### src/rtl/scl_cfg_pkg.sv
package scl_cfg_pkg;
  localparam int unsigned FINE_W      = 5;
  localparam int unsigned SDA_W       = 2;
  localparam int unsigned FINE_MAX    = 17;
  localparam int unsigned LO_SH       = 4;    // coarse 16
  localparam int unsigned HI_SH       = 9;    // coarse 512
  localparam int unsigned RATIO_SPLIT = 256;
  localparam int unsigned DEF_TGT     = 100;
  localparam int unsigned NS_SCALE    = 1000000000;
  localparam int unsigned SDA_BAND    = 5;
  localparam int unsigned SDA_MAX     = 3;

  typedef enum logic [1:0] {
    ST_IDLE,
    ST_RATIO,
    ST_RATE,
    ST_SDA
  } calc_st_t;
endpackage

### src/rtl/scl_iter_div.sv
module scl_iter_div #(
  parameter int unsigned W = 40
) (
  input  logic         clk,
  input  logic         rst,
  input  logic         go,
  input  logic [W-1:0] num,
  input  logic [W-1:0] den,
  output logic         done,
  output logic [W-1:0] quo
);
  localparam int unsigned CW = $clog2(W + 1);

  logic [W-1:0]  rem_q, q_q, d_q;
  logic [CW-1:0] left_q;
  logic          run_q;
  logic [W:0]    shifted;
  logic [W-1:0]  rem_nx, q_nx;

  always_comb begin
    shifted = {rem_q, q_q[W-1]};
    if (shifted >= {1'b0, d_q}) begin
      rem_nx = W'(shifted - {1'b0, d_q});
      q_nx   = {q_q[W-2:0], 1'b1};
    end else begin
      rem_nx = shifted[W-1:0];
      q_nx   = {q_q[W-2:0], 1'b0};
    end
  end

  always_ff @(posedge clk) begin
    if (rst) begin
      rem_q  <= '0;
      q_q    <= '0;
      d_q    <= '0;
      left_q <= '0;
      run_q  <= 1'b0;
      done   <= 1'b0;
    end else begin
      done <= 1'b0;
      if (go && !run_q) begin
        rem_q  <= '0;
        q_q    <= num;
        d_q    <= den;
        left_q <= CW'(W);
        run_q  <= 1'b1;
      end else if (run_q) begin
        rem_q  <= rem_nx;
        q_q    <= q_nx;
        left_q <= left_q - 1'b1;
        if (left_q == CW'(1)) begin
          run_q <= 1'b0;
          done  <= 1'b1;
        end
      end
    end
  end

  assign quo = q_q;
endmodule

### src/rtl/scl_cfg_calc.sv
module scl_cfg_calc
  import scl_cfg_pkg::*;
#(
  parameter int unsigned KHZ_W = 20,
  parameter int unsigned NS_W  = 20
) (
  input  logic              clk,
  input  logic              rst,
  input  logic              start,
  input  logic [KHZ_W-1:0]  clk_khz,
  input  logic [KHZ_W-1:0]  tgt_khz,
  input  logic [NS_W-1:0]   dly_ns,
  output logic              busy,
  output logic              res_vld,
  output logic              res_err,
  output logic              res_big,
  output logic [FINE_W-1:0] res_fine,
  output logic [KHZ_W-1:0]  res_ach,
  output logic [SDA_W-1:0]  res_sda,
  output logic              res_filt
);
  localparam int unsigned DW = KHZ_W + NS_W;

  calc_st_t          st_q;
  logic [KHZ_W-1:0]  c_clk, c_tgt;
  logic [NS_W-1:0]   c_ns;
  logic              div_go;
  logic [DW-1:0]     div_num, div_den, quo;
  logic              div_done;
  logic              big_q;
  logic [FINE_W-1:0] fine_q;

  logic              big_c;
  logic [DW:0]       rnd_c;
  logic [FINE_W-1:0] fine_c;
  logic [DW-1:0]     den_c;
  logic [SDA_W-1:0]  sda_c;

  scl_iter_div #(.W(DW)) u_div (
    .clk  (clk),
    .rst  (rst),
    .go   (div_go),
    .num  (div_num),
    .den  (div_den),
    .done (div_done),
    .quo  (quo)
  );

  always_comb begin
    big_c = quo > DW'(RATIO_SPLIT);
    if (big_c) rnd_c = ({1'b0, quo} + (DW+1)'((1 << HI_SH) - 1)) >> HI_SH;
    else       rnd_c = ({1'b0, quo} + (DW+1)'((1 << LO_SH) - 1)) >> LO_SH;
    if (rnd_c == '0)                     fine_c = FINE_W'(1);
    else if (rnd_c > (DW+1)'(FINE_MAX))  fine_c = FINE_W'(FINE_MAX);
    else                                 fine_c = rnd_c[FINE_W-1:0];
    den_c = DW'(fine_c) << (big_c ? HI_SH : LO_SH);
    if (quo == '0)                       sda_c = '0;
    else if (quo <= DW'(SDA_BAND))       sda_c = SDA_W'(1);
    else if (quo <= DW'(2 * SDA_BAND))   sda_c = SDA_W'(2);
    else                                 sda_c = SDA_W'(SDA_MAX);
  end

  always_ff @(posedge clk) begin
    if (rst) begin
      st_q     <= ST_IDLE;
      c_clk    <= '0;
      c_tgt    <= '0;
      c_ns     <= '0;
      div_go   <= 1'b0;
      div_num  <= '0;
      div_den  <= '0;
      big_q    <= 1'b0;
      fine_q   <= '0;
      res_vld  <= 1'b0;
      res_err  <= 1'b0;
      res_big  <= 1'b0;
      res_fine <= '0;
      res_ach  <= '0;
      res_sda  <= '0;
      res_filt <= 1'b0;
    end else begin
      div_go  <= 1'b0;
      res_vld <= 1'b0;
      unique case (st_q)
        ST_IDLE: if (start) begin
          c_clk   <= clk_khz;
          c_tgt   <= (tgt_khz == '0) ? KHZ_W'(DEF_TGT) : tgt_khz;
          c_ns    <= dly_ns;
          div_num <= DW'(clk_khz);
          div_den <= (tgt_khz == '0) ? DW'(DEF_TGT) : DW'(tgt_khz);
          div_go  <= 1'b1;
          st_q    <= ST_RATIO;
        end
        ST_RATIO: if (div_done) begin
          big_q   <= big_c;
          fine_q  <= fine_c;
          div_num <= DW'(c_clk);
          div_den <= den_c;
          div_go  <= 1'b1;
          st_q    <= ST_RATE;
        end
        ST_RATE: if (div_done) begin
          res_ach <= quo[KHZ_W-1:0];
          res_err <= quo[KHZ_W-1:0] > c_tgt;
          div_num <= DW'(quo[KHZ_W-1:0]) * DW'(c_ns);
          div_den <= DW'(NS_SCALE);
          div_go  <= 1'b1;
          st_q    <= ST_SDA;
        end
        ST_SDA: if (div_done) begin
          res_sda  <= (c_ns == '0) ? '0 : sda_c;
          res_filt <= c_ns != '0;
          res_big  <= big_q;
          res_fine <= fine_q - 1'b1;
          res_vld  <= 1'b1;
          st_q     <= ST_IDLE;
        end
        default: st_q <= ST_IDLE;
      endcase
    end
  end

  assign busy = st_q != ST_IDLE;
endmodule

### src/rtl/scl_tick_gen.sv
module scl_tick_gen
  import scl_cfg_pkg::*;
#(
  parameter int unsigned CNT_W = 14
) (
  input  logic              clk,
  input  logic              rst,
  input  logic              load,
  input  logic              in_big,
  input  logic [FINE_W-1:0] in_fine,
  input  logic [SDA_W-1:0]  in_sda,
  input  logic              in_filt,
  output logic              big,
  output logic [FINE_W-1:0] fine,
  output logic [SDA_W-1:0]  sda,
  output logic              filt,
  output logic              tick
);
  logic              pend_q, s_big, s_filt;
  logic [FINE_W-1:0] s_fine;
  logic [SDA_W-1:0]  s_sda;
  logic [CNT_W-1:0]  cnt_q, period;
  logic              wrap;

  assign period = (CNT_W'(fine) + 1'b1) << (big ? HI_SH : LO_SH);
  assign wrap   = cnt_q == period - 1'b1;

  always_ff @(posedge clk) begin
    if (rst) begin
      pend_q <= 1'b0;
      s_big  <= 1'b0;
      s_fine <= '0;
      s_sda  <= '0;
      s_filt <= 1'b0;
      big    <= 1'b0;
      fine   <= '0;
      sda    <= '0;
      filt   <= 1'b0;
      cnt_q  <= '0;
      tick   <= 1'b0;
    end else begin
      tick  <= wrap;
      cnt_q <= wrap ? '0 : cnt_q + 1'b1;
      if (wrap && pend_q) begin
        big    <= s_big;
        fine   <= s_fine;
        sda    <= s_sda;
        filt   <= s_filt;
        pend_q <= 1'b0;
      end
      if (load) begin
        pend_q <= 1'b1;
        s_big  <= in_big;
        s_fine <= in_fine;
        s_sda  <= in_sda;
        s_filt <= in_filt;
      end
    end
  end
endmodule

### src/rtl/scl_div_cfg.sv
module scl_div_cfg
  import scl_cfg_pkg::*;
#(
  parameter int unsigned KHZ_W = 20,
  parameter int unsigned NS_W  = 20
) (
  input  logic              clk,
  input  logic              rst,
  input  logic              start,
  input  logic [KHZ_W-1:0]  clk_khz,
  input  logic [KHZ_W-1:0]  tgt_khz,
  input  logic [NS_W-1:0]   dly_ns,
  output logic              busy,
  output logic              cfg_err,
  output logic [KHZ_W-1:0]  achieved_khz,
  output logic              coarse_sel,
  output logic [FINE_W-1:0] fine_field,
  output logic [SDA_W-1:0]  sda_dly,
  output logic              filt_en,
  output logic              tick
);
  localparam int unsigned CNT_W = $clog2((FINE_MAX << HI_SH) + 1);

  logic              r_vld, r_err, r_big, r_filt;
  logic [FINE_W-1:0] r_fine;
  logic [KHZ_W-1:0]  r_ach;
  logic [SDA_W-1:0]  r_sda;

  scl_cfg_calc #(.KHZ_W(KHZ_W), .NS_W(NS_W)) u_calc (
    .clk      (clk),
    .rst      (rst),
    .start    (start),
    .clk_khz  (clk_khz),
    .tgt_khz  (tgt_khz),
    .dly_ns   (dly_ns),
    .busy     (busy),
    .res_vld  (r_vld),
    .res_err  (r_err),
    .res_big  (r_big),
    .res_fine (r_fine),
    .res_ach  (r_ach),
    .res_sda  (r_sda),
    .res_filt (r_filt)
  );

  scl_tick_gen #(.CNT_W(CNT_W)) u_tick (
    .clk     (clk),
    .rst     (rst),
    .load    (r_vld && !r_err),
    .in_big  (r_big),
    .in_fine (r_fine),
    .in_sda  (r_sda),
    .in_filt (r_filt),
    .big     (coarse_sel),
    .fine    (fine_field),
    .sda     (sda_dly),
    .filt    (filt_en),
    .tick    (tick)
  );

  always_ff @(posedge clk) begin
    if (rst) begin
      cfg_err      <= 1'b0;
      achieved_khz <= '0;
    end else if (r_vld) begin
      cfg_err      <= r_err;
      achieved_khz <= r_ach;
    end
  end
endmodule

### config.mk
export PLATFORM = sky130hd
export DESIGN_NAME = scl_div_cfg
export DESIGN_NICKNAME = d
export VERILOG_FILES = /design/src/rtl/scl_cfg_pkg.sv /design/src/rtl/scl_iter_div.sv /design/src/rtl/scl_cfg_calc.sv /design/src/rtl/scl_tick_gen.sv /design/src/rtl/scl_div_cfg.sv
export SDC_FILE = /design/constraint.sdc
export NUM_CORES = 2
export LEC_CHECK = 0
export ABC_AREA = 1
export BUFFER_PORTS_ARGS = -buffer_cell sky130_fd_sc_hd__buf_2
export CORE_MARGIN = 5
export CORE_UTILIZATION = 55
export DETAILED_ROUTE_END_ITERATION = 7
export PLACE_DENSITY = 0.79
export SLEW_MARGIN = 20
export SYNTH_ARGS = -nofsm -noshare
export SYNTH_HDL_FRONTEND = slang
export SYNTH_SLANG_ARGS = --single-unit
### constraint.sdc
create_clock -name clk -period 11.1 [get_ports clk]
set_clock_uncertainty 0.2 [all_clocks]
set_input_delay 2.775 -clock clk [delete_from_list [all_inputs] [get_ports clk]]
set_output_delay 2.775 -clock clk [all_outputs]
set_load 0.02 [all_outputs]
==> run metrics <==
max-cap viol count 0; Post-synth EDFFs 0; Final Cell Area 0.03403 mm²; VDD IR max 0.2920 mV; CTS Buffer Depth 3; Worst EP required 11.32 ns; Post-Syn Nets 5162; final max-slew violation count 0; number of port buffers 94; yosys warns 0; die width 250.4 µm; Num CTS Buffers 38; Worst Path Arrival 7.51 ns; Initial Utilization 55.31%; core area 0.05748 mm²; Hold Vio Cnt, Final 0; Total GRT Usage 28.69%; cell taking the most area after synthesis dfxtp_1; Root Driver clkbuf_16; I/O pin total 95; Slew headroom 23.30%; first-pass GRT wire length 148300 µm; Synth Cell Area 0.03179 mm²; ANT nets after route 0; Worst-Skew Late Latency 0.57 ns; FF/Latch Area 0.006507 mm²; top cells by area, synth dfxtp_1 20%, fa_1 20%, nand2_1 13%, inv_1 11%, ha_1 8.2%; die area 0.06271 mm²; RePlAce Congestion 1.003; synth cell count leaders 1061 x nand2_1, 934 x inv_1, 402 x nor2_1, 325 x dfxtp_1, 321 x fa_1; Post-route DRC 0; crit path cell chain nand2_1 > fa_1 > inv_1 > fa_1 > inv_1 > fa_1 > inv_1 > fa_1 > fa_1 > fa_1 > inv_1 > fa_1 > inv_1 > ha_1 > a21oi_1 > inv_1 > a31oi_1 > o21ai_0 > o21bai_1 > nand2_1 > nand2_1 > or2_2 > nand3_1 > a21oi_1; Worst Setup Start Kind register; critical hold path startpoint u_tick.cnt_q[0]; Most common cell on crit path fa_1; Top FF cell, synth dfxtp_1; slowest stage delay, CP 0.93 ns; Critical Path End u_calc.div_num[25]; area post-placement 0.03270 mm²; CTS hold repair buffers 0; Final Cycle Share 65.75%; share of the synthesized area in the top cell type 20.47%; unrepaired setup endpoints after global routing false; placed cells 5260; crit path max fanout 21; RR Startpoint u_calc.c_ns[13]; Sink Count 325; GRT overflow 0; power per cell area 187.7 mW/mm²; area delta synth->final 7.053%; Leak 18.71 nW; final setup violation count 0; Synth Area per Inst 6.957 µm²; most common cell in the netlist nand2_1; dpl hpwl 68930 µm; share of cells above drive strength 1 5.762%; Critical Path Source u_calc.c_ns[13]; Slowest cell on crit path dfxtp_1; sequential fraction of the synthesis area 20.47%; Die Ht 250.4 µm; CP Capture Type register; Setup Buffers After CTS 0; Routed WL per cell 17.07 µm; Placement Rows 88; synth unique cells 59; fin crit period 7.298 ns; WL final 90990 µm; worst reg2reg path depth 24; Least-Margin Pin Slew 1.149 ns; CP Class register to register; Fin Setup TNS 0 ns; R2R setup slack 3.80 ns; flops & latches, synth 325; mean number of vias per cell 5.468; CTS tree yes; H-tree levels 2; # fillers 5291; Mapped Cells 4570; initial antenna violation count 2; Async S/R FF share, synth 0%; Clock transition at path regs 0.06 ns; maximum clock frequency 137.0 MHz; Initial DRC Count 2916; final cell count without fillers 5331; post_cts resized 0; total iterations of the first detailed-routing run 6; area of the multi-input gates 0.02090 mm²; DR vias 29150; Final nets 5127; worst reg2reg path endpoint u_calc.div_num[25]; Worst Hold Class register to register; status complete, no violations; largest net degree at the start of global routing 117; vias in the first global route 28240; fin util 59.21%
==> cell usage in the layout, fill, tap and decap left out, types with 6 or more instances in the layout <==
| master | n |
|---|---|
| nand2_1 | 1060 |
| inv_1 | 933 |
| nor2_1 | 400 |
| dfxtp_1 | 324 |
| fa_1 | 321 |
| a21oi_1 | 295 |
| o21ai_0 | 287 |
| ha_1 | 208 |
| nand3_1 | 153 |
| buf_2 | 94 |
| nand4_1 | 46 |
| clkbuf_16 | 39 |
| buf_4 | 38 |
| nor3_1 | 37 |
| xor2_1 | 36 |
| o221ai_1 | 21 |
| a31oi_1 | 20 |
| nor4_1 | 18 |
| xnor2_1 | 18 |
| a41oi_1 | 17 |
| nand3b_1 | 15 |
| or2_2 | 14 |
| o21bai_1 | 10 |
| nand2_2 | 10 |
| inv_2 | 10 |
| a21o_1 | 9 |
| o21a_1 | 9 |
| o22ai_1 | 8 |
| clkbuf_8 | 8 |
| nor2_4 | 7 |
| nor2_2 | 7 |
| o211ai_1 | 7 |
| a211oi_1 | 7 |
| a21boi_0 | 6 |
| and3_1 | 6 |
==> worst min-delay path by stage <==
stage,to,slack [ns],cells past startpoint
detailed placement,u_tick.cnt_q[0],0.24,1
global placement,u_tick.cnt_q[0],0.23,1
CTS,u_tick.cnt_q[0],0.25,1
finish,u_tick.cnt_q[0],0.25,1
global route,u_tick.cnt_q[0],0.26,1
floorplan,u_tick.cnt_q[0],0.22,1
==> critical path: cells and delay by family, from the launching register on <==
| kind | cells | cell delay (ns) |
|---|---|---|
| simple gates | 5 | 0.71 |
| flops | 1 | 0.93 |
| compound gates | 5 | 0.83 |
| fa+ha+maj | 8 | 4.12 |
| buf+inv | 6 | 0.35 |
==> where the power goes <==
part | total [mW] | leakage (nW) | switching (mW) | internal [mW]
clock | 1.34 | 0.656 | 0.543 | 0.799
combinational | 3.42 | 15.4 | 2.31 | 1.11
sequential | 1.62 | 2.65 | 0.254 | 1.37
total | 6.39 | 18.7 | 3.11 | 3.28
==> routing by layer <==
metal / up-vias / GRT usage [%] / wire length [µm]
met2: 1324 / 46.42 / 41010
met1: 13550 / 38.72 / 37560
met4: 2 / 9.964 / 3702
li1: 14020 / - / -
met5: - / 0 / 13
met3: 260 / 5.617 / 8694
==> registers in the layout (all words and copies together), names as in the netlist, 2 cells and up <==
| signal | count |
|---|---|
| u_calc.res_sda | 2 |
| u_calc.u_div.d_q | 21 |
| u_tick.fine | 5 |
| u_calc.st_q | 2 |
| u_calc.div_den | 21 |
| u_tick.s_fine | 5 |
| u_calc.c_ns | 20 |
| achieved_khz | 20 |
| u_calc.u_div.quo | 40 |
| u_calc.u_div.rem_q | 40 |
| u_calc.res_ach | 20 |
| u_calc.res_fine | 5 |
| u_tick.cnt_q | 14 |
| u_calc.c_clk | 20 |
| u_calc.u_div.left_q | 6 |
| u_calc.c_tgt | 20 |
| u_calc.fine_q | 5 |
| u_tick.sda | 2 |
| u_tick.s_sda | 2 |
| u_calc.div_num | 40 |
==> logic make-up (layout without fill, tap and decap cells) <==
kind of cell | after synthesis | count (layout) | synth area share (%)
compound gates | 713 | 713 | 12.35
xor+xnor | 55 | 55 | 1.539
fa+ha+maj | 529 | 529 | 28.40
buf+inv | 1157 | 1151 | 13.84
flops | 325 | 325 | 20.47
other cells | 0 | 2 | 0
simple gates | 1791 | 1791 | 23.41
==> metrics by stage <==
step	power (mW)	hold slack, ns	setup slack [ns]
floorplan	4.072	0.2175	4.644
CTS	6.327	0.2520	3.950
finish	6.387	0.2499	3.802
global route	6.858	0.2598	3.503
global placement	4.914	0.2274	4.040
detailed placement	4.955	0.2433	4.023
==> area by class of cell <==
cell class | count | share of cell area [%]
clock inverters | 17 | 0.6728
inverters | 950 | 10.50
repair buffers | 132 | 2.221
multi-input cells | 3088 | 61.42
flip-flops and latches | 325 | 19.12
well taps | 765 | 2.812
clock buffers | 52 | 3.246
diodes | 2 | 0.01471
No activity file was read; power rests on OpenSTA's default activity.
